==> config.mk <==
export PLATFORM = sky130hd
export DESIGN_NAME = pin_func_router
export DESIGN_NICKNAME = d
export VERILOG_FILES = /design/src/rtl/pin_router_pkg.sv /design/src/rtl/pin_router_ctrl.sv /design/src/rtl/pin_router_dpath.sv /design/src/rtl/pin_func_router.sv
export SDC_FILE = /design/constraint.sdc
export NUM_CORES = 1
export LEC_CHECK = 0
export BUFFER_PORTS_ARGS = -buffer_cell sky130_fd_sc_hd__buf_2
export CAP_MARGIN = 5
export CORE_MARGIN = 4
export CORE_UTILIZATION = 52
export CTS_CLUSTER_DIAMETER = 60
export DETAILED_ROUTE_END_ITERATION = 12
export PLACE_DENSITY = 0.86
export SYNTH_ARGS = -nofsm -noshare
export SYNTH_HDL_FRONTEND = slang
export SYNTH_SLANG_ARGS = --single-unit
==> constraint.sdc <==
create_clock -name clk -period 1.81 [get_ports clk]
set_input_delay 0.0905 -clock clk [delete_from_list [all_inputs] [get_ports clk]]
set_output_delay 0.0905 -clock clk [all_outputs]
set_load 0.02 [all_outputs]
==> src/rtl/pin_router_pkg.sv <==
package pin_router_pkg;

  // Register geometry and field placement (placement is decoded by software)
  localparam int unsigned REG_W    = 16;
  localparam int unsigned SEL_W    = 2;
  localparam int unsigned FIELD_W  = SEL_W + 2;
  localparam int unsigned DRDY_LSB = 0;
  localparam int unsigned SYNC_LSB = DRDY_LSB + FIELD_W;
  localparam int unsigned ALRM_LSB = SYNC_LSB + FIELD_W;
  localparam int unsigned FUNC_USED_W = ALRM_LSB + FIELD_W;

  localparam logic [REG_W-1:0] FUNC_RESET = 16'h000D;
  localparam logic [REG_W-1:0] FUNC_MASK  = REG_W'((1 << FUNC_USED_W) - 1);

  typedef enum logic [0:0] {
    ADDR_FUNC = 1'b0,
    ADDR_GPIO = 1'b1
  } regAddrE;

  // One function field: enable, polarity/edge, pin select (MSB to LSB)
  typedef struct packed {
    logic             en;
    logic             pol;
    logic [SEL_W-1:0] sel;
  } funcFieldT;

  // Strobes passed from control to datapath
  typedef struct packed {
    logic rdAny;
    logic rdFunc;
  } rdStrobeT;

endpackage

==> src/rtl/pin_router_ctrl.sv <==
module pin_router_ctrl
  import pin_router_pkg::*;
#(
  parameter int unsigned NUM_PINS = 4
) (
  input  logic                clk,
  input  logic                rstN,
  input  logic                regWrite,
  input  logic                regRead,
  input  logic                regAddr,
  input  logic [REG_W-1:0]    regWdata,
  output rdStrobeT            rdStb,
  output funcFieldT           syncCfg,
  output logic                drPol,
  output logic                alPol,
  output logic [NUM_PINS-1:0] gpioDir,
  output logic [NUM_PINS-1:0] gpioLvl,
  output logic [NUM_PINS-1:0] syncClaim,
  output logic [NUM_PINS-1:0] drClaim,
  output logic [NUM_PINS-1:0] alClaim,
  output logic [REG_W-1:0]    funcView
);

  localparam int unsigned GPIO_W = 2 * NUM_PINS;

  logic [REG_W-1:0]  funcReg;
  logic [GPIO_W-1:0] gpioReg;
  logic              wrFunc;
  logic              wrGpio;
  funcFieldT         drCfg;
  funcFieldT         alCfg;

  assign wrFunc = regWrite && (regAddrE'(regAddr) == ADDR_FUNC);
  assign wrGpio = regWrite && (regAddrE'(regAddr) == ADDR_GPIO);

  assign rdStb.rdAny  = regRead;
  assign rdStb.rdFunc = regRead && (regAddrE'(regAddr) == ADDR_FUNC);

  // Configuration registers; unused bits are held at zero
  always_ff @(posedge clk or negedge rstN) begin
    if (!rstN) begin
      funcReg <= FUNC_RESET;
      gpioReg <= '0;
    end else begin
      if (wrFunc) funcReg <= regWdata & FUNC_MASK;
      if (wrGpio) gpioReg <= regWdata[GPIO_W-1:0];
    end
  end

  assign funcView = funcReg;
  assign drCfg    = funcFieldT'(funcReg[DRDY_LSB +: FIELD_W]);
  assign syncCfg  = funcFieldT'(funcReg[SYNC_LSB +: FIELD_W]);
  assign alCfg    = funcFieldT'(funcReg[ALRM_LSB +: FIELD_W]);
  assign drPol    = drCfg.pol;
  assign alPol    = alCfg.pol;
  assign gpioDir  = gpioReg[NUM_PINS-1:0];
  assign gpioLvl  = gpioReg[GPIO_W-1:NUM_PINS];

  // Fixed-priority claim resolution: sync, then data-ready, then alarm
  for (genvar p = 0; p < NUM_PINS; p++) begin : g_claim
    assign syncClaim[p] = syncCfg.en && (syncCfg.sel == SEL_W'(p));
    assign drClaim[p]   = drCfg.en && (drCfg.sel == SEL_W'(p)) && !syncClaim[p];
    assign alClaim[p]   = alCfg.en && (alCfg.sel == SEL_W'(p))
                          && !syncClaim[p] && !drClaim[p];
  end

  // a function write lands masked
  assert_func_write_R2: assert property (@(posedge clk) disable iff (!rstN)
    wrFunc |=> (funcView == ($past(regWdata) & FUNC_MASK)));

  // a GPIO write lands in direction and level
  assert_gpio_write_R8: assert property (@(posedge clk) disable iff (!rstN)
    wrGpio |=> ({gpioLvl, gpioDir} == $past(regWdata[GPIO_W-1:0])));

endmodule

==> src/rtl/pin_router_dpath.sv <==
module pin_router_dpath
  import pin_router_pkg::*;
#(
  parameter int unsigned NUM_PINS    = 4,
  parameter int unsigned SYNC_STAGES = 2
) (
  input  logic                clk,
  input  logic                rstN,
  input  rdStrobeT            rdStb,
  input  funcFieldT           syncCfg,
  input  logic                drPol,
  input  logic                alPol,
  input  logic [NUM_PINS-1:0] gpioDir,
  input  logic [NUM_PINS-1:0] gpioLvl,
  input  logic [NUM_PINS-1:0] syncClaim,
  input  logic [NUM_PINS-1:0] drClaim,
  input  logic [NUM_PINS-1:0] alClaim,
  input  logic [REG_W-1:0]    funcView,
  input  logic [NUM_PINS-1:0] pinIn,
  input  logic                dataReadyIn,
  input  logic                alarmIn,
  input  logic                intTick,
  output logic [NUM_PINS-1:0] pinOe,
  output logic [NUM_PINS-1:0] pinOut,
  output logic [NUM_PINS-1:0] pinLevel,
  output logic                sampleTick,
  output logic [REG_W-1:0]    regRdata,
  output logic                regRdValid
);

  localparam int unsigned GPIO_W = 2 * NUM_PINS;

  logic [NUM_PINS-1:0] syncStage [SYNC_STAGES];
  logic [NUM_PINS-1:0] prevLevel;
  logic [NUM_PINS-1:0] oeNext;
  logic [NUM_PINS-1:0] outNext;
  logic [NUM_PINS-1:0] claimAny;
  logic [NUM_PINS-1:0] lvlView;
  logic [REG_W-1:0]    gpioView;
  logic                drVal;
  logic                alVal;
  logic                selNow;
  logic                selPrev;
  logic                edgeHit;

  // Input synchronizer chain plus one history flop for edge detection
  always_ff @(posedge clk or negedge rstN) begin
    if (!rstN) begin
      for (int s = 0; s < SYNC_STAGES; s++) syncStage[s] <= '0;
      prevLevel <= '0;
    end else begin
      syncStage[0] <= pinIn;
      for (int s = 1; s < SYNC_STAGES; s++) syncStage[s] <= syncStage[s-1];
      prevLevel <= syncStage[SYNC_STAGES-1];
    end
  end

  assign pinLevel = syncStage[SYNC_STAGES-1];

  // Sync-clock edge selection
  assign selNow     = pinLevel[syncCfg.sel];
  assign selPrev    = prevLevel[syncCfg.sel];
  assign edgeHit    = syncCfg.pol ? (selNow && !selPrev) : (!selNow && selPrev);
  assign sampleTick = syncCfg.en ? edgeHit : intTick;

  // Outgoing indicator levels after polarity
  assign drVal = drPol ? dataReadyIn : !dataReadyIn;
  assign alVal = alPol ? alarmIn : !alarmIn;

  always_comb begin
    for (int p = 0; p < NUM_PINS; p++) begin
      claimAny[p] = syncClaim[p] || drClaim[p] || alClaim[p];
      if (syncClaim[p]) begin
        oeNext[p]  = 1'b0;
        outNext[p] = 1'b0;
      end else if (drClaim[p]) begin
        oeNext[p]  = 1'b1;
        outNext[p] = drVal;
      end else if (alClaim[p]) begin
        oeNext[p]  = 1'b1;
        outNext[p] = alVal;
      end else begin
        oeNext[p]  = gpioDir[p];
        outNext[p] = gpioLvl[p];
      end
      lvlView[p] = (claimAny[p] || gpioDir[p]) ? gpioLvl[p] : pinLevel[p];
    end
  end

  always_comb begin
    gpioView = '0;
    gpioView[GPIO_W-1:0] = {lvlView, gpioDir};
  end

  // Registered pin drivers
  always_ff @(posedge clk or negedge rstN) begin
    if (!rstN) begin
      pinOe  <= '0;
      pinOut <= '0;
    end else begin
      pinOe  <= oeNext;
      pinOut <= outNext;
    end
  end

  // Registered read port
  always_ff @(posedge clk or negedge rstN) begin
    if (!rstN) begin
      regRdata   <= '0;
      regRdValid <= 1'b0;
    end else begin
      regRdValid <= rdStb.rdAny;
      if (rdStb.rdAny) regRdata <= rdStb.rdFunc ? funcView : gpioView;
    end
  end

  for (genvar p = 0; p < NUM_PINS; p++) begin : g_chk
    // a sync-claimed pin is never driven
    assert_sync_input_R5: assert property (@(posedge clk) disable iff (!rstN)
      syncClaim[p] |=> !pinOe[p]);
    // data-ready pin drives the polarity-adjusted level
    assert_drdy_drive_R3: assert property (@(posedge clk) disable iff (!rstN)
      drClaim[p] |=> (pinOe[p] && (pinOut[p] == $past(dataReadyIn ~^ drPol))));
    // alarm pin drives the polarity-adjusted level
    assert_alarm_drive_R4: assert property (@(posedge clk) disable iff (!rstN)
      alClaim[p] |=> (pinOe[p] && (pinOut[p] == $past(alarmIn ~^ alPol))));
    // an unclaimed pin follows the GPIO register
    assert_gpio_fallback_R8: assert property (@(posedge clk) disable iff (!rstN)
      !(syncClaim[p] || drClaim[p] || alClaim[p]) |=>
        ((pinOe[p] == $past(gpioDir[p])) && (pinOut[p] == $past(gpioLvl[p]))));
  end

  // read-valid follows the read strobe by one cycle
  assert_read_valid_R2: assert property (@(posedge clk) disable iff (!rstN)
    rdStb.rdAny |=> regRdValid);
  assert_read_idle_R2: assert property (@(posedge clk) disable iff (!rstN)
    !rdStb.rdAny |=> !regRdValid);

endmodule

==> src/rtl/pin_func_router.sv <==
module pin_func_router
  import pin_router_pkg::*;
#(
  parameter int unsigned NUM_PINS    = 4,
  parameter int unsigned SYNC_STAGES = 2
) (
  input  logic                clk,
  input  logic                rstN,
  input  logic                regWrite,
  input  logic                regRead,
  input  logic                regAddr,
  input  logic [REG_W-1:0]    regWdata,
  output logic [REG_W-1:0]    regRdata,
  output logic                regRdValid,
  input  logic [NUM_PINS-1:0] pinIn,
  output logic [NUM_PINS-1:0] pinOe,
  output logic [NUM_PINS-1:0] pinOut,
  output logic [NUM_PINS-1:0] pinLevel,
  input  logic                dataReadyIn,
  input  logic                alarmIn,
  input  logic                intTick,
  output logic                sampleTick
);

  rdStrobeT            rdStb;
  funcFieldT           syncCfg;
  logic                drPol;
  logic                alPol;
  logic [NUM_PINS-1:0] gpioDir;
  logic [NUM_PINS-1:0] gpioLvl;
  logic [NUM_PINS-1:0] syncClaim;
  logic [NUM_PINS-1:0] drClaim;
  logic [NUM_PINS-1:0] alClaim;
  logic [REG_W-1:0]    funcView;

  pin_router_ctrl #(
    .NUM_PINS (NUM_PINS)
  ) u_ctrl (
    .clk       (clk),
    .rstN      (rstN),
    .regWrite  (regWrite),
    .regRead   (regRead),
    .regAddr   (regAddr),
    .regWdata  (regWdata),
    .rdStb     (rdStb),
    .syncCfg   (syncCfg),
    .drPol     (drPol),
    .alPol     (alPol),
    .gpioDir   (gpioDir),
    .gpioLvl   (gpioLvl),
    .syncClaim (syncClaim),
    .drClaim   (drClaim),
    .alClaim   (alClaim),
    .funcView  (funcView)
  );

  pin_router_dpath #(
    .NUM_PINS    (NUM_PINS),
    .SYNC_STAGES (SYNC_STAGES)
  ) u_dpath (
    .clk         (clk),
    .rstN        (rstN),
    .rdStb       (rdStb),
    .syncCfg     (syncCfg),
    .drPol       (drPol),
    .alPol       (alPol),
    .gpioDir     (gpioDir),
    .gpioLvl     (gpioLvl),
    .syncClaim   (syncClaim),
    .drClaim     (drClaim),
    .alClaim     (alClaim),
    .funcView    (funcView),
    .pinIn       (pinIn),
    .dataReadyIn (dataReadyIn),
    .alarmIn     (alarmIn),
    .intTick     (intTick),
    .pinOe       (pinOe),
    .pinOut      (pinOut),
    .pinLevel    (pinLevel),
    .sampleTick  (sampleTick),
    .regRdata    (regRdata),
    .regRdValid  (regRdValid)
  );

endmodule

## Word-level counts from Yosys, hierarchy flattened

Cells that the tools add are included.

- Order comparisons: 1
- Muxes and demuxes: 37
- Add/sub/neg operators: 0
- Multiply operators: 0
- Equality and inequality tests: 9
- Reduce and logical (&&, ||, !) cells: 56
- Div/mod/pow operators: 0
- Bitwise logic cells: 1
- Shift-type cells: 0

Operator list:

| kind | count |
|---|---|
| two-way mux 1 bit | 34 |
| logical AND 1 bit | 29 |
| == test 2 bit, second input constant | 6 |
| logical NOT 1 bit | 12 |
| logical OR 1 bit | 12 |
| two-way mux 12 bit | 1 |
| == test 2 x 1 -> 1 bit, second input constant | 3 |
| logical NOT 2 bit | 3 |
| binary-select mux 1 bit (select 2 bit) | 2 |
| less-than comparator 2 x 3 -> 1 bit, second input constant | 1 |
| inverter 1 bit | 1 |

- Word-level logic and storage cells: 113
- Latch bits: 0
- RAM bits: 0
- ROM bits: 0
- Memories: 0
- Bits of input ports: 28
- Bits in registers: 57
- Output and inout port bits: 30

## Logic depth before layout (Yosys ltp)

Gate-level depths: netlist of the first run.

- Word-level depth: 10
- Gate-level depth with buffers: 5

## By module

A second synthesis of the first run with hierarchy kept.

- Cell total of the unflattened synthesis: 210
- Area total of the unflattened synthesis: 2561.2 sq um

By module, submodules not included:

| module | cells each | instances | area each (sq um) |
|---|---|---|---|
| pin_router_dpath | 135 | 1 | 1531.5 |
| pin_router_ctrl | 75 | 1 | 1029.7 |

## Worst setup path before layout of the first run

OpenSTA, ideal clock, no wires.

- Path type: register -> output
- From: register u_ctrl.funcReg[4] (netlist: u_ctrl.funcView[4])
- To: output port sampleTick
- Arrival time: 1.683 ns
- Stages on the path, launching flop included: 5
- Path buffers: 1
- Path slack: 0.036 ns
- Cells stage by stage: dfrtp_1 -> buf_6 -> mux4_2 -> or3b_1 -> a31oi_1

- Longest elaborated chain between the ends: 6
- Elaborated cells between the ends (all ways): 10
- Those cells by class: mux (6); reduce/logical (4)

RTL lines:

| item | RTL line | text |
|---|---|---|
| start, declared | pin_router_ctrl.sv:26 | `logic [REG_W-1:0] funcReg;` |
| start signal, assigned | pin_router_ctrl.sv:45 | `if (wrFunc) funcReg <= regWdata & FUNC_MASK;` |
| binary-select mux 1 bit (select 2 bit) (on tied branches) | pin_router_dpath.sv:61, pin_router_dpath.sv:62 |  |
| two-way mux 1 bit (on tied branches) | pin_router_dpath.sv:61, pin_router_dpath.sv:62 |  |
| logical NOT 1 bit | pin_router_dpath.sv:63 | `assign edgeHit = syncCfg.pol ? (selNow && !selPrev) : (!selNow && selPrev);` |
| logical AND 1 bit | pin_router_dpath.sv:63 |  |
| two-way mux 1 bit (*) | pin_router_dpath.sv:63 |  |
| two-way mux 1 bit (*) | pin_router_dpath.sv:64 | `assign sampleTick = syncCfg.en ? edgeHit : intTick;` |
| end, declared | pin_func_router.sv:22 | `output logic sampleTick` |

Every way passes the cells marked *; elsewhere a longest branch is shown, timed or not. The select of a mux whose other input is x is not followed.

## Final worst setup path of the first run

Ends and elaborated chain as after synthesis.

==> metrics.md, run 1 <==
| Metric | Value |
|---|---|
| Status | `finished with violations` |
| Failing checks | `negative setup slack` |
| Clock Skew | `0.00717 ns` |
| Fraction of layout cells with a size suffix above 1 | `0.379` |
| TNS Setup | `-0.170 ns` |
| Slew HR | `0.597` |
| Vias in the first global route | `1656` |
| Highest Signal Layer | `met4` |
| Rows | `23` |
| CP Depth | `4` |
| Core area | `4120 sq um` |
| Slowest CP cell | `mux4_2` |
| First-pass GRT wire length | `7980 microns` |
| RR Startpoint | `u_ctrl.funcView[4]` |
| Initial core utilization | `0.553` |
| Avg Cell Area, Syn | `12.7 sq um` |
| Number of iterations in the first detailed-routing pass | `4` |
| Routed Antenna Nets | `0` |
| DR iter-0 viols | `94` |
| Kind of critical path | `register to output port` |
| Crit path to | `sampleTick` |
| Initial antenna violation count | `0` |
| Vias | `1588` |
| Max FO, Critical Path | `2` |
| CTS root buf | `clkbuf_8` |
| R2R Path End | `u_dpath.regRdata[5]` |
| Num CTS Buffers | `5` |
| Fmax achieved | `0.505 GHz` |
| Metal-1 WL | `1960 microns` |
| Die Area | `5500 sq um` |
| Clock buffer depth | `2` |
| Synth cell count leaders | `dfrtp_1, mux2_2, nor2_1` |
| Final number of hold-violating endpoints | `0` |
| Max stage delay on crit path | `0.52 ns` |
| Worst-Margin Slew | `0.605 ns` |
| CP cell instances | `mux4_2, or3b_1, a31oi_1, buf_4` |
| Crit path arrival time | `1.89 ns` |
| DR WL/cell | `16.7 microns` |
| IO Port Bufs | `49` |
| # H-tree levels | `2` |
| Worst-Skew Late Latency | `0.30 ns` |
| Leakage | `0.00129 uW` |
| Dpl hpwl | `3450 microns` |
| Place WS | `0.127 ns` |
| Area Overhead vs Synth | `21.4%` |
| Met3 WL | `333 microns` |
| Pin count of the biggest net entering global routing | `28` |
| Number of synthesized flops with an enable pin | `0` |
| Synthesized area | `2280 sq um` |
| Worst Setup End Kind | `output port` |
| Pwr/cell area | `1090 nW/um^2` |
| Leading area contributor after synthesis | `dfrtp_1` |
| Reg2Reg Setup Slack | `0.14 ns` |
| Post-synth ARST share | `1.00` |
| Hold/Removal Path Class | `input pin to register` |
| Critical Path Source Type | `register` |
| Final setup margin | `-0.170 ns` |
| Antenna diode count | `0` |
| Total congestion overflow | `0` |
| Met2 Wirelength | `2400 microns` |
| Nets | `267` |
| CTS Sinks | `53` |
| Tmin final | `1.98 ns` |
| Register-to-Register Path Depth | `5` |
| RSZ-0062 raised after global routing | `yes` |
| Tcrit/Tclk final | `1.09` |
| Vias/cell | `5.48` |
| Synth top area share | `0.549` |
| Wirelength, routed | `4850 microns` |
| Die W | `74.2 microns` |
| Count leader, synth | `dfrtp_1` |
| Setup crit start | `u_ctrl.funcView[4]` |
| Yosys warns | `0` |
| Worst path top cell family by delay | `multiplexers` |
| CTS clk-pin slew, worst paths | `0.09 ns` |
| CP required | `1.72 ns` |
| Syn Inst Count | `179` |
| Worst Path Buf+Inv | `1` |
| Synth Flop Type | `dfrtp_1` |
| DRC | `0` |
| Post-synthesis sequential area ratio | `0.584` |
| Setup violations, final | `1` |
| Peak supply drop | `569 uV` |
| # IOs | `58` |
| Synthesized flop and latch total | `53` |
| Final slew viol count | `0` |
| Top post-synthesis cells by area | `dfrtp_1, mux2_2, mux2i_1` |
| Max cap viols | `0` |
| TritonCTS clock tree | `built` |
| GPL Wtd Cong | `0.804` |
| Distinct cell type count after synthesis | `31` |
| Tot GR Track Use | `0.196` |
| Die Y | `74.2 microns` |
-- state kept, by name, indices dropped and copies added, names as in the netlist --
| name | flops |
|---|---|
| u_dpath.syncStage | 4 |
| u_dpath.pinLevel | 4 |
| u_ctrl.gpioReg | 8 |
| u_ctrl.funcView | 12 |
| u_dpath.pinOut | 4 |
| u_dpath.pinOe | 4 |
| u_dpath.prevLevel | 4 |
| u_dpath.regRdata | 12 |
| u_dpath.regRdValid | 1 |
-- cells in the final DEF, fill, tap and decap left out, types with 2 or more instances in the layout --
| cell | netlist | routed |
|---|---|---|
| a211oi_1 | 2 | 2 |
| a21oi_1 | 5 | 5 |
| a31oi_1 | 6 | 6 |
| and2_0 | 3 | 3 |
| and3b_1 | 7 | 7 |
| buf_2 | 1 | 48 |
| buf_4 | 8 | 9 |
| clkbuf_8 | 0 | 6 |
| conb_1 | 1 | 4 |
| dfrtp_1 | 50 | 50 |
| dfstp_2 | 3 | 3 |
| dlygate4sd3_1 | 0 | 6 |
| inv_1 | 4 | 4 |
| mux2_1 | 2 | 2 |
| mux2_2 | 20 | 20 |
| mux2i_1 | 12 | 12 |
| mux4_2 | 2 | 2 |
| nand2_1 | 2 | 2 |
| nand2b_1 | 3 | 3 |
| nand3_1 | 2 | 2 |
| nand3b_1 | 6 | 6 |
| nor2_1 | 13 | 13 |
| nor3_1 | 3 | 3 |
| nor3b_1 | 3 | 3 |
| nor4_1 | 3 | 3 |
| o21ai_0 | 8 | 8 |
| xnor2_1 | 2 | 2 |
-- area by class of cell --
| type | instances | area, sq um |
|---|---|---|
| fillers | 297 | 1350 |
| flip-flops and latches | 53 | 1330 |
| multi-input cells | 111 | 852 |
| repair buffers | 64 | 388 |
| clock buffers | 7 | 86.3 |
| well taps | 50 | 62.6 |
| clock inverters | 1 | 30.0 |
| inverters | 4 | 15.0 |
-- layer usage --
| layer | vias to the layer above | GRT usage |
|---|---|---|
| met5 | - | 0 |
| met4 | 0 | 0.0926 |
| met3 | 17 | 0.0622 |
| met1 | 753 | 0.242 |
| li1 | 746 | - |
| met2 | 72 | 0.315 |
-- worst reg2reg max path: cells and delay by family, from the launching register on --
family	cells	cell delay [ns]
mux	1	0.26
buf+inv	1	0.17
compound gates	1	0.11
simple gates	2	0.62
flops	1	0.40
-- metrics by stage --
| stage | hold slack [ns] | util | power (uW) | cell area, sq um | std cells |
|---|---|---|---|---|---|
| 3_3_place_gp | 0.121 | 0.621 | 2160 | 2550 | 272 |
| 2_1_floorplan | -0.205 | - | 1940 | 2290 | 182 |
| 5_1_grt | 0.00291 | 0.672 | 3160 | 2760 | 290 |
| 6_report | 0.0142 | 0.672 | 3000 | 2760 | 290 |
| 4_1_cts | 0.0107 | 0.671 | 3020 | 2760 | 290 |
| 3_5_place_dp | 0.135 | 0.621 | 2190 | 2550 | 272 |
-- power by group --
| part | switching, uW | internal [uW] | leakage (uW) |
|---|---|---|---|
| Sequential | 126 | 1360 | 0.000621 |
| Combinational | 395 | 313 | 0.000607 |
| Clock | 361 | 451 | 0.0000585 |
| Total | 882 | 2120 | 0.00129 |
-- cells by family (layout without fill, tap and decap cells) --
| kind of cell | Yosys count | in the layout | share of synthesized area |
|---|---|---|---|
| AOI/OAI and AO/OA | 21 | 21 | 0.0516 |
| xor gates and xnor gates | 2 | 2 | 0.00769 |
| buffers and inverters | 18 | 76 | 0.0467 |
| DFF | 53 | 53 | 0.584 |
| muxes | 36 | 36 | 0.181 |
| other | 1 | 4 | 0.00165 |
| and+or+nand+nor | 48 | 48 | 0.127 |
-- how the worst min path moves through the flow --
stage | start | to | slack [ns] | depth (start not counted)
6_report | regWdata[11] | u_ctrl.funcView[11] | 0.01 | 2
5_1_grt | regWdata[11] | u_ctrl.funcView[11] | 0.003 | 2
3_3_place_gp | rstN | u_ctrl.funcView[9] | 0.12 | 1
4_1_cts | regWdata[11] | u_ctrl.funcView[11] | 0.01 | 2
3_5_place_dp | rstN | u_ctrl.funcView[9] | 0.14 | 1
2_1_floorplan | rstN | u_ctrl.funcView[10] | -0.21 | 0
-- repair_timing --
action                     4_1_cts  5_1_grt
setup endpoints to repair        1        1
hold buffers                     6        0
resized for setup                0        1
setup buffers                    4        0
hold endpoints to repair        30        0
Note: power is estimated with default switching activity, not from simulation.
==> inputs of run 2 (changes only) <==
- CORE_UTILIZATION: 52 -> 54
- PLACE_DENSITY: 0.86 -> 0.88
- SYNTH_HIERARCHICAL: default -> 1
==> run 2 against run 1 <==
Effect of this change:
- the flow still finishes with violations (negative setup slack)
- first-iteration DRC count up 70%
- clock power up 22%
- hold slack better by 0.0075 ns
- count of clock-buffer cells in the layout up 5
- fmax down 4.9%
- sequential cell count up 4
- core utilization up 7.8 points
- area after synthesis up 12%
- critical path depth unchanged
- critical endpoint unchanged
==> metrics.md, run 2 <==
| Metric | Value |
|---|---|
| Kind of critical path | `register to output port` |
| Hold/Removal Path Class | `input pin to register` |
| Die Area | `5910 sq um (+7.4%)` |
| Critical Path Source Type | `register` |
| # IOs | `58 (unchanged)` |
| Post-synthesis sequential area ratio | `0.558 (-0.0257)` |
| CTS root buf | `clkbuf_8` |
| RSZ-0062 raised after global routing | `yes` |
| Max FO, Critical Path | `3 (+1)` |
| Total Power | `3500 uW (+17%)` |
| Tmin final | `2.08 ns (+0.102 ns)` |
| GPL Wtd Cong | `0.825 (+2.6%)` |
| Slew HR | `0.632 (+0.0349)` |
| Failing checks | `negative setup slack` |
| Initial core utilization | `0.572 (+0.0191)` |
| Commonest cells after routing, fill and taps aside | `buf_2, dfrtp_1, buf_4` |
| Pin count of the biggest net entering global routing | `58 (+110%)` |
| Total congestion overflow | `0 (unchanged)` |
| Nets | `321 (+20%)` |
| Final std cells w/o fill | `350 (+21%)` |
| Vias in the first global route | `2040 (+23%)` |
| Cells after DPL | `317 (+17%)` |
| DRC | `0 (unchanged)` |
| Final number of hold-violating endpoints | `0 (unchanged)` |
| Pwr/cell area | `1040 nW/um^2 (-3.9%)` |
| Post-synth ARST share | `1.00 (unchanged)` |
| CP required | `1.72 ns (about the same)` |
| Top post-synthesis cells by area | `dfrtp_1, mux2_4, buf_4` |
| Area taken by multi-input logic gates | `1030 sq um (+20%)` |
| Synthesized flop and latch total | `57 (+7.5%)` |
| Place WS | `-0.136 ns (-0.263 ns)` |
| Avg Cell Area, Syn | `12.2 sq um (-4.1%)` |
| Tcrit/Tclk final | `1.15 (+0.0564)` |
| Fraction of layout cells with a size suffix above 1 | `0.443 (+0.0638)` |
| Final slew viol count | `0 (unchanged)` |
| Leading area contributor after synthesis | `dfrtp_1` |
| Worst-Margin Slew | `0.551 ns (-0.0535 ns)` |
| Top reg by flops | `u_dpath/regRdata` |
| Setup violations, final | `4 (+3)` |
| Fmax achieved | `0.480 GHz (-4.9%)` |
| DR iter-0 viols | `160 (+70%)` |
| Syn Inst Count | `210 (+17%)` |
| Clock Skew | `0.00862 ns (+0.00145 ns)` |
| Yosys warns | `6 (+6)` |
| Peak supply drop | `790 uV (+39%)` |
| TNS Setup | `-0.573 ns (-0.403 ns)` |
| Hold Path Depth | `2 (unchanged)` |
| Synth cell count leaders | `dfrtp_1, inv_1, buf_4` |
| DR WL/cell | `17.6 microns (+5.2%)` |
| Routed Antenna Nets | `0 (unchanged)` |
| Tot GR Track Use | `0.220 (+0.0239)` |
| Worst-Skew Late Latency | `0.34 ns (+0.04 ns)` |
| Synth Flop Type | `dfrtp_1` |
| Core area | `4470 sq um (+8.7%)` |
| Num CTS Buffers | `9 (+4)` |
| Crit path arrival time | `1.99 ns (+0.10 ns)` |
| Number of synthesized flops with an enable pin | `0 (unchanged)` |
| Largest register FFs | `16` |
| # H-tree levels | `3 (+1)` |
| Die Y | `76.9 microns (+3.6%)` |
| Distinct cell type count after synthesis | `39 (+26%)` |
| First-pass GRT wire length | `9840 microns (+23%)` |
| Vias | `1945 (+22%)` |
| Post-layout utilization of the core | `0.750 (+0.0781)` |
| Wirelength, routed | `6150 microns (+27%)` |
| Area Overhead vs Synth | `31.0%` |
| Reg area | `1430 sq um (+7.7%)` |
| CTS clk-pin slew, worst paths | `0.06 ns (-0.03 ns)` |
| Clock buffer depth | `2 (unchanged)` |
| Register-to-Register Path Depth | `6 (+1)` |
| IO Port Bufs | `53 (+8.2%)` |
| Die W | `76.9 microns (+3.6%)` |
| Final setup margin | `-0.272 ns (-0.102 ns)` |
| Antenna diode count | `0 (unchanged)` |
| Fill cells | `288 (-3.0%)` |
| Initial antenna violation count | `0 (unchanged)` |
| Worst Setup End Kind | `output port` |
| Max cap viols | `0 (unchanged)` |
| CTS Sinks | `57 (+7.5%)` |
| Synthesized area | `2560 sq um (+12%)` |
| Leakage | `0.00157 uW (+22%)` |
| TritonCTS clock tree | `built` |
| Number of iterations in the first detailed-routing pass | `4 (unchanged)` |
| Rows | `24 (+4.3%)` |
| Synth top area share | `0.528 (-0.0218)` |
| Status | `finished with violations` |
| Dpl hpwl | `3900 microns (+13%)` |
| Vias/cell | `5.56 (+1.5%)` |
| Count leader, synth | `dfrtp_1` |
run 2: cell types whose count changed after synthesis, moves of 6 or more:
cell	previous run	this run
a211oi_1	2	8
nand3_1	2	9
mux2_4	0	10
inv_1	4	18
buf_4	8	15
mux2i_1	12	4
mux2_2	20	10
run 2: final timing paths:
kind / startpoint / to / slack [ns]
min in group asynchronous: rstN / u_dpath/regRdata[10] / 0.29
max reg2reg: u_ctrl/funcView[4] / u_dpath/regRdata[4] / -0.19
max: u_ctrl/funcView[4] / sampleTick / -0.27
min: regWdata[7] / u_ctrl/funcView[7] / 0.02
min reg2reg: u_dpath/syncStage[6] / u_dpath/pinLevel[2] / 0.35
max in group asynchronous: rstN / u_ctrl/funcView[3] / 1.22
run 2: where the power goes:
group | leakage [uW] | total, uW | switching [uW] | internal [uW]
Clock | 0.0000899 | 992 | 468 | 523
Combinational | 0.000799 | 929 | 508 | 422
Sequential | 0.000676 | 1580 | 124 | 1460
run 2: cells by family after synthesis:
group | after synthesis | share of synthesized area
flops | 57 | 0.558
simple gates | 48 | 0.112
buf+inv | 39 | 0.0855
compound gates | 37 | 0.0982
mux | 26 | 0.137
xor+xnor | 2 | 0.00684
other cells | 1 | 0.00146
run 2: worst max-delay path, cell delays in order (launching register included):
cell and delay, ns:
dfrtp_2 0.39, mux4_2 0.52, or3b_1 0.38, a31oi_2 0.19, buf_4 0.17
run 2: final cells by class:
type / count / share of cell area
flip-flops and latches: 57 / 0.427
multi-input cells: 117 / 0.306
repair buffers: 90 / 0.178
clock buffers: 12 / 0.0433
inverters: 18 / 0.0201
well taps: 52 / 0.0194
clock inverters: 4 / 0.00597
run 2: metrics by stage:
step                instance area [sq um]  hold slack, ns
floorplan                            2580          -0.205
global placement                     2930           0.109
detailed placement                   2930           0.109
CTS                                  3300         0.00431
global route                         3350         0.00842
finish                               3350          0.0217
run 2: repair_timing:
action / in CTS / in global routing
setup buffers: 1 / 0
pin swaps: 7 / 6
hold buffers: 16 / 0
endpoints found under the setup margin: 6 / 8
hold endpoints to repair: 76 / 0
gates resized for setup: 8 / 10
run 2: layer usage:
layer,share of wire,wire length (microns),GRT usage,vias up
met5,0,0,0,-
met4,0.017,106,0.0996,0
met2,0.50,3070,0.351,89
met3,0.071,439,0.0925,14
li1,-,-,-,888
met1,0.41,2530,0.259,954
==> inputs of run 3 (changes only) <==
- CORE_UTILIZATION: 54 -> 53
- PLACE_DENSITY: 0.88 -> 0.86
==> run 3 against run 2 <==
Effect of this change:
- the flow still finishes with violations (negative setup slack)
- non-clock buffer count is 2 higher
- final area is 1.6% higher
- largest cell class unchanged
- clock skew is 0.0014 ns lower
- highest routed layer unchanged
- critical endpoint unchanged
==> metrics.md, run 3 (synthesis results as in run 2) <==
| Metric | Value |
|---|---|
| Worst-Margin Slew | `0.638 ns (+0.0868 ns)` |
| Area Overhead vs Synth | `33.1%` |
| Slowest CP cell | `mux4_2` |
| Kind of critical path | `register to output port` |
| Fmax achieved | `0.494 GHz (+2.8%)` |
| Num CTS Buffers | `9 (unchanged)` |
| Worst path top cell family by delay | `multiplexers` |
| Max stage delay on crit path | `0.52 ns (about the same)` |
| Pin count of the biggest net entering global routing | `37 (-36%)` |
| Top reg by flops | `u_dpath/regRdata` |
| Final slew viol count | `0 (unchanged)` |
| Tcrit/Tclk final | `1.12 (-0.0311)` |
| First-pass GRT wire length | `9560 microns (-2.8%)` |
| Final std cells w/o fill | `354 (+1.1%)` |
| Die Area | `6010 sq um (+1.7%)` |
| Pwr/cell area | `1080 nW/um^2 (+3.5%)` |
| Fill cells | `307 (+6.6%)` |
| Final number of hold-violating endpoints | `0 (unchanged)` |
| Place WS | `-0.0641 ns (+0.0719 ns)` |
| Vias | `1916 (-1.5%)` |
| TNS Setup | `-0.323 ns (+0.249 ns)` |
| CTS Sinks | `57 (unchanged)` |
| DR iter-0 viols | `86 (-46%)` |
| Number of iterations in the first detailed-routing pass | `4 (unchanged)` |
| Vias in the first global route | `1971 (-3.4%)` |
| Worst Path Buf+Inv | `1 (unchanged)` |
| DRC | `0 (unchanged)` |
| Commonest cells after routing, fill and taps aside | `dfrtp_1, buf_2, buf_4` |
| CTS root buf | `clkbuf_8` |
| # H-tree levels | `3 (unchanged)` |
| Tot GR Track Use | `0.212 (-0.00857)` |
| Register-to-Register Path Depth | `6 (unchanged)` |
| Worst Setup End Kind | `output port` |
| RSZ-0062 raised after global routing | `yes` |
| Routed Antenna Nets | `0 (unchanged)` |
| TritonCTS clock tree | `built` |
| Hold WS | `0.0216 ns (-0.000183 ns)` |
| Cells after DPL | `321 (+1.3%)` |
| Die W | `77.5 microns (+0.84%)` |
| Wirelength, routed | `6050 microns (-1.7%)` |
| Reg2Reg Setup Slack | `-0.10 ns (+0.09 ns)` |
| Crit path arrival time | `1.94 ns (-0.05 ns)` |
| Tmin final | `2.03 ns (-0.0563 ns)` |
| Clock buffer depth | `2 (unchanged)` |
| GPL Wtd Cong | `0.830 (+0.53%)` |
| Failing checks | `negative setup slack` |
| Core area | `4690 sq um (+4.9%)` |
| Antenna diode count | `0 (unchanged)` |
| Leakage | `0.00159 uW (+1.4%)` |
| DR WL/cell | `17.1 microns (-2.8%)` |
| Fraction of layout cells with a size suffix above 1 | `0.460 (+0.0170)` |
| Dpl hpwl | `4030 microns (+3.4%)` |
| Setup violations, final | `3 (-1)` |
| # IOs | `58 (unchanged)` |
| Max FO, Critical Path | `3 (unchanged)` |
| Initial antenna violation count | `0 (unchanged)` |
| Commonest non-fill, non-tap cell in the layout | `dfrtp_1` |
| Nets | `323 (+0.62%)` |
| Hold/Removal Path Class | `input pin to register` |
| Hold Path Depth | `2 (unchanged)` |
| CP required | `1.72 ns (about the same)` |
| Final setup margin | `-0.216 ns (+0.0563 ns)` |
| Total congestion overflow | `0 (unchanged)` |
| Max cap viols | `0 (unchanged)` |
| CTS clk-pin slew, worst paths | `0.06 ns (about the same)` |
| Largest register FFs | `16 (unchanged)` |
| Clock Skew | `0.00724 ns (-0.00138 ns)` |
| Reg area | `1430 sq um (about the same)` |
| Vias/cell | `5.41 (-2.6%)` |
| Peak supply drop | `632 uV (-20%)` |
| Die Y | `77.5 microns (+0.84%)` |
| Worst-Skew Late Latency | `0.34 ns (about the same)` |
| HP Start | `regWdata[7]` |
| Critical Path Source Type | `register` |
| RR Startpoint | `u_ctrl/funcView[4]` |
| Total Power | `3690 uW (+5.2%)` |
| CP cell instances | `mux4_2, or3b_4, a31oi_4, buf_6` |
| R2R Path End | `u_dpath/regRdata[4]` |
| Area taken by multi-input logic gates | `1030 sq um (+0.73%)` |
| Rows | `25 (+4.2%)` |
| IO Port Bufs | `53 (unchanged)` |
| Status | `finished with violations` |
| Slew HR | `0.572 (-0.0601)` |
| Initial core utilization | `0.546 (-0.0266)` |
| Min-Delay Endpoint | `u_ctrl/funcView[7]` |
-- run 3: changes by cell type in the layout (fill, tap and decap cells not counted), moves of 2 or more --
cell,delta
a211oi_1,-2
a211oi_2,+2
buf_4,+2
clkbuf_1,-2
-- run 3: timing repair --
item	CTS	global route
buffers inserted	1	1
pin swaps	1	12
hold buffers	15	0
setup endpoints to repair	7	8
endpoints found under the hold margin	39	0
resized for setup	6	16
-- run 3: cell type report --
class	instances	area share
flip-flops and latches	57	0.420
multi-input cells	117	0.303
repair buffers	92	0.180
clock buffers	10	0.0404
inverters	18	0.0198
well taps	54	0.0198
clock inverters	6	0.0169
-- run 3: through the flow --
step           utilization  instance area [sq um]
3_5_place_dp         0.627                   2940
3_3_place_gp         0.627                   2940
6_report             0.727                   3410
5_1_grt              0.727                   3410
2_1_floorplan            -                   2580
4_1_cts              0.709                   3320
-- run 3: routing by layer --
| metal | vias to the layer above | part of all wire | track usage |
|---|---|---|---|
| li1 | 900 | - | - |
| met1 | 923 | 0.42 | 0.250 |
| met2 | 76 | 0.50 | 0.358 |
| met3 | 17 | 0.052 | 0.0476 |
| met4 | 0 | 0.026 | 0.114 |
| met5 | - | 0 | 0 |
-- run 3: where the power goes --
group | total, uW | internal, uW | switching (uW)
Clock | 1160 | 662 | 498
Sequential | 1580 | 1460 | 125
Combinational | 944 | 437 | 507
Total | 3690 | 2560 | 1130
-- run 3: how the worst max path moves through the flow --
stage | start | endpoint | cells after the start
after floorplan | u_ctrl/funcView[4] | sampleTick | 4
after detailed placement | u_ctrl/funcView[4] | u_dpath/regRdata[5] | 5
after global placement | u_ctrl/funcView[4] | sampleTick | 4
after CTS | u_ctrl/funcView[4] | sampleTick | 4
final | u_ctrl/funcView[4] | sampleTick | 4
after global routing | u_ctrl/funcView[4] | sampleTick | 4
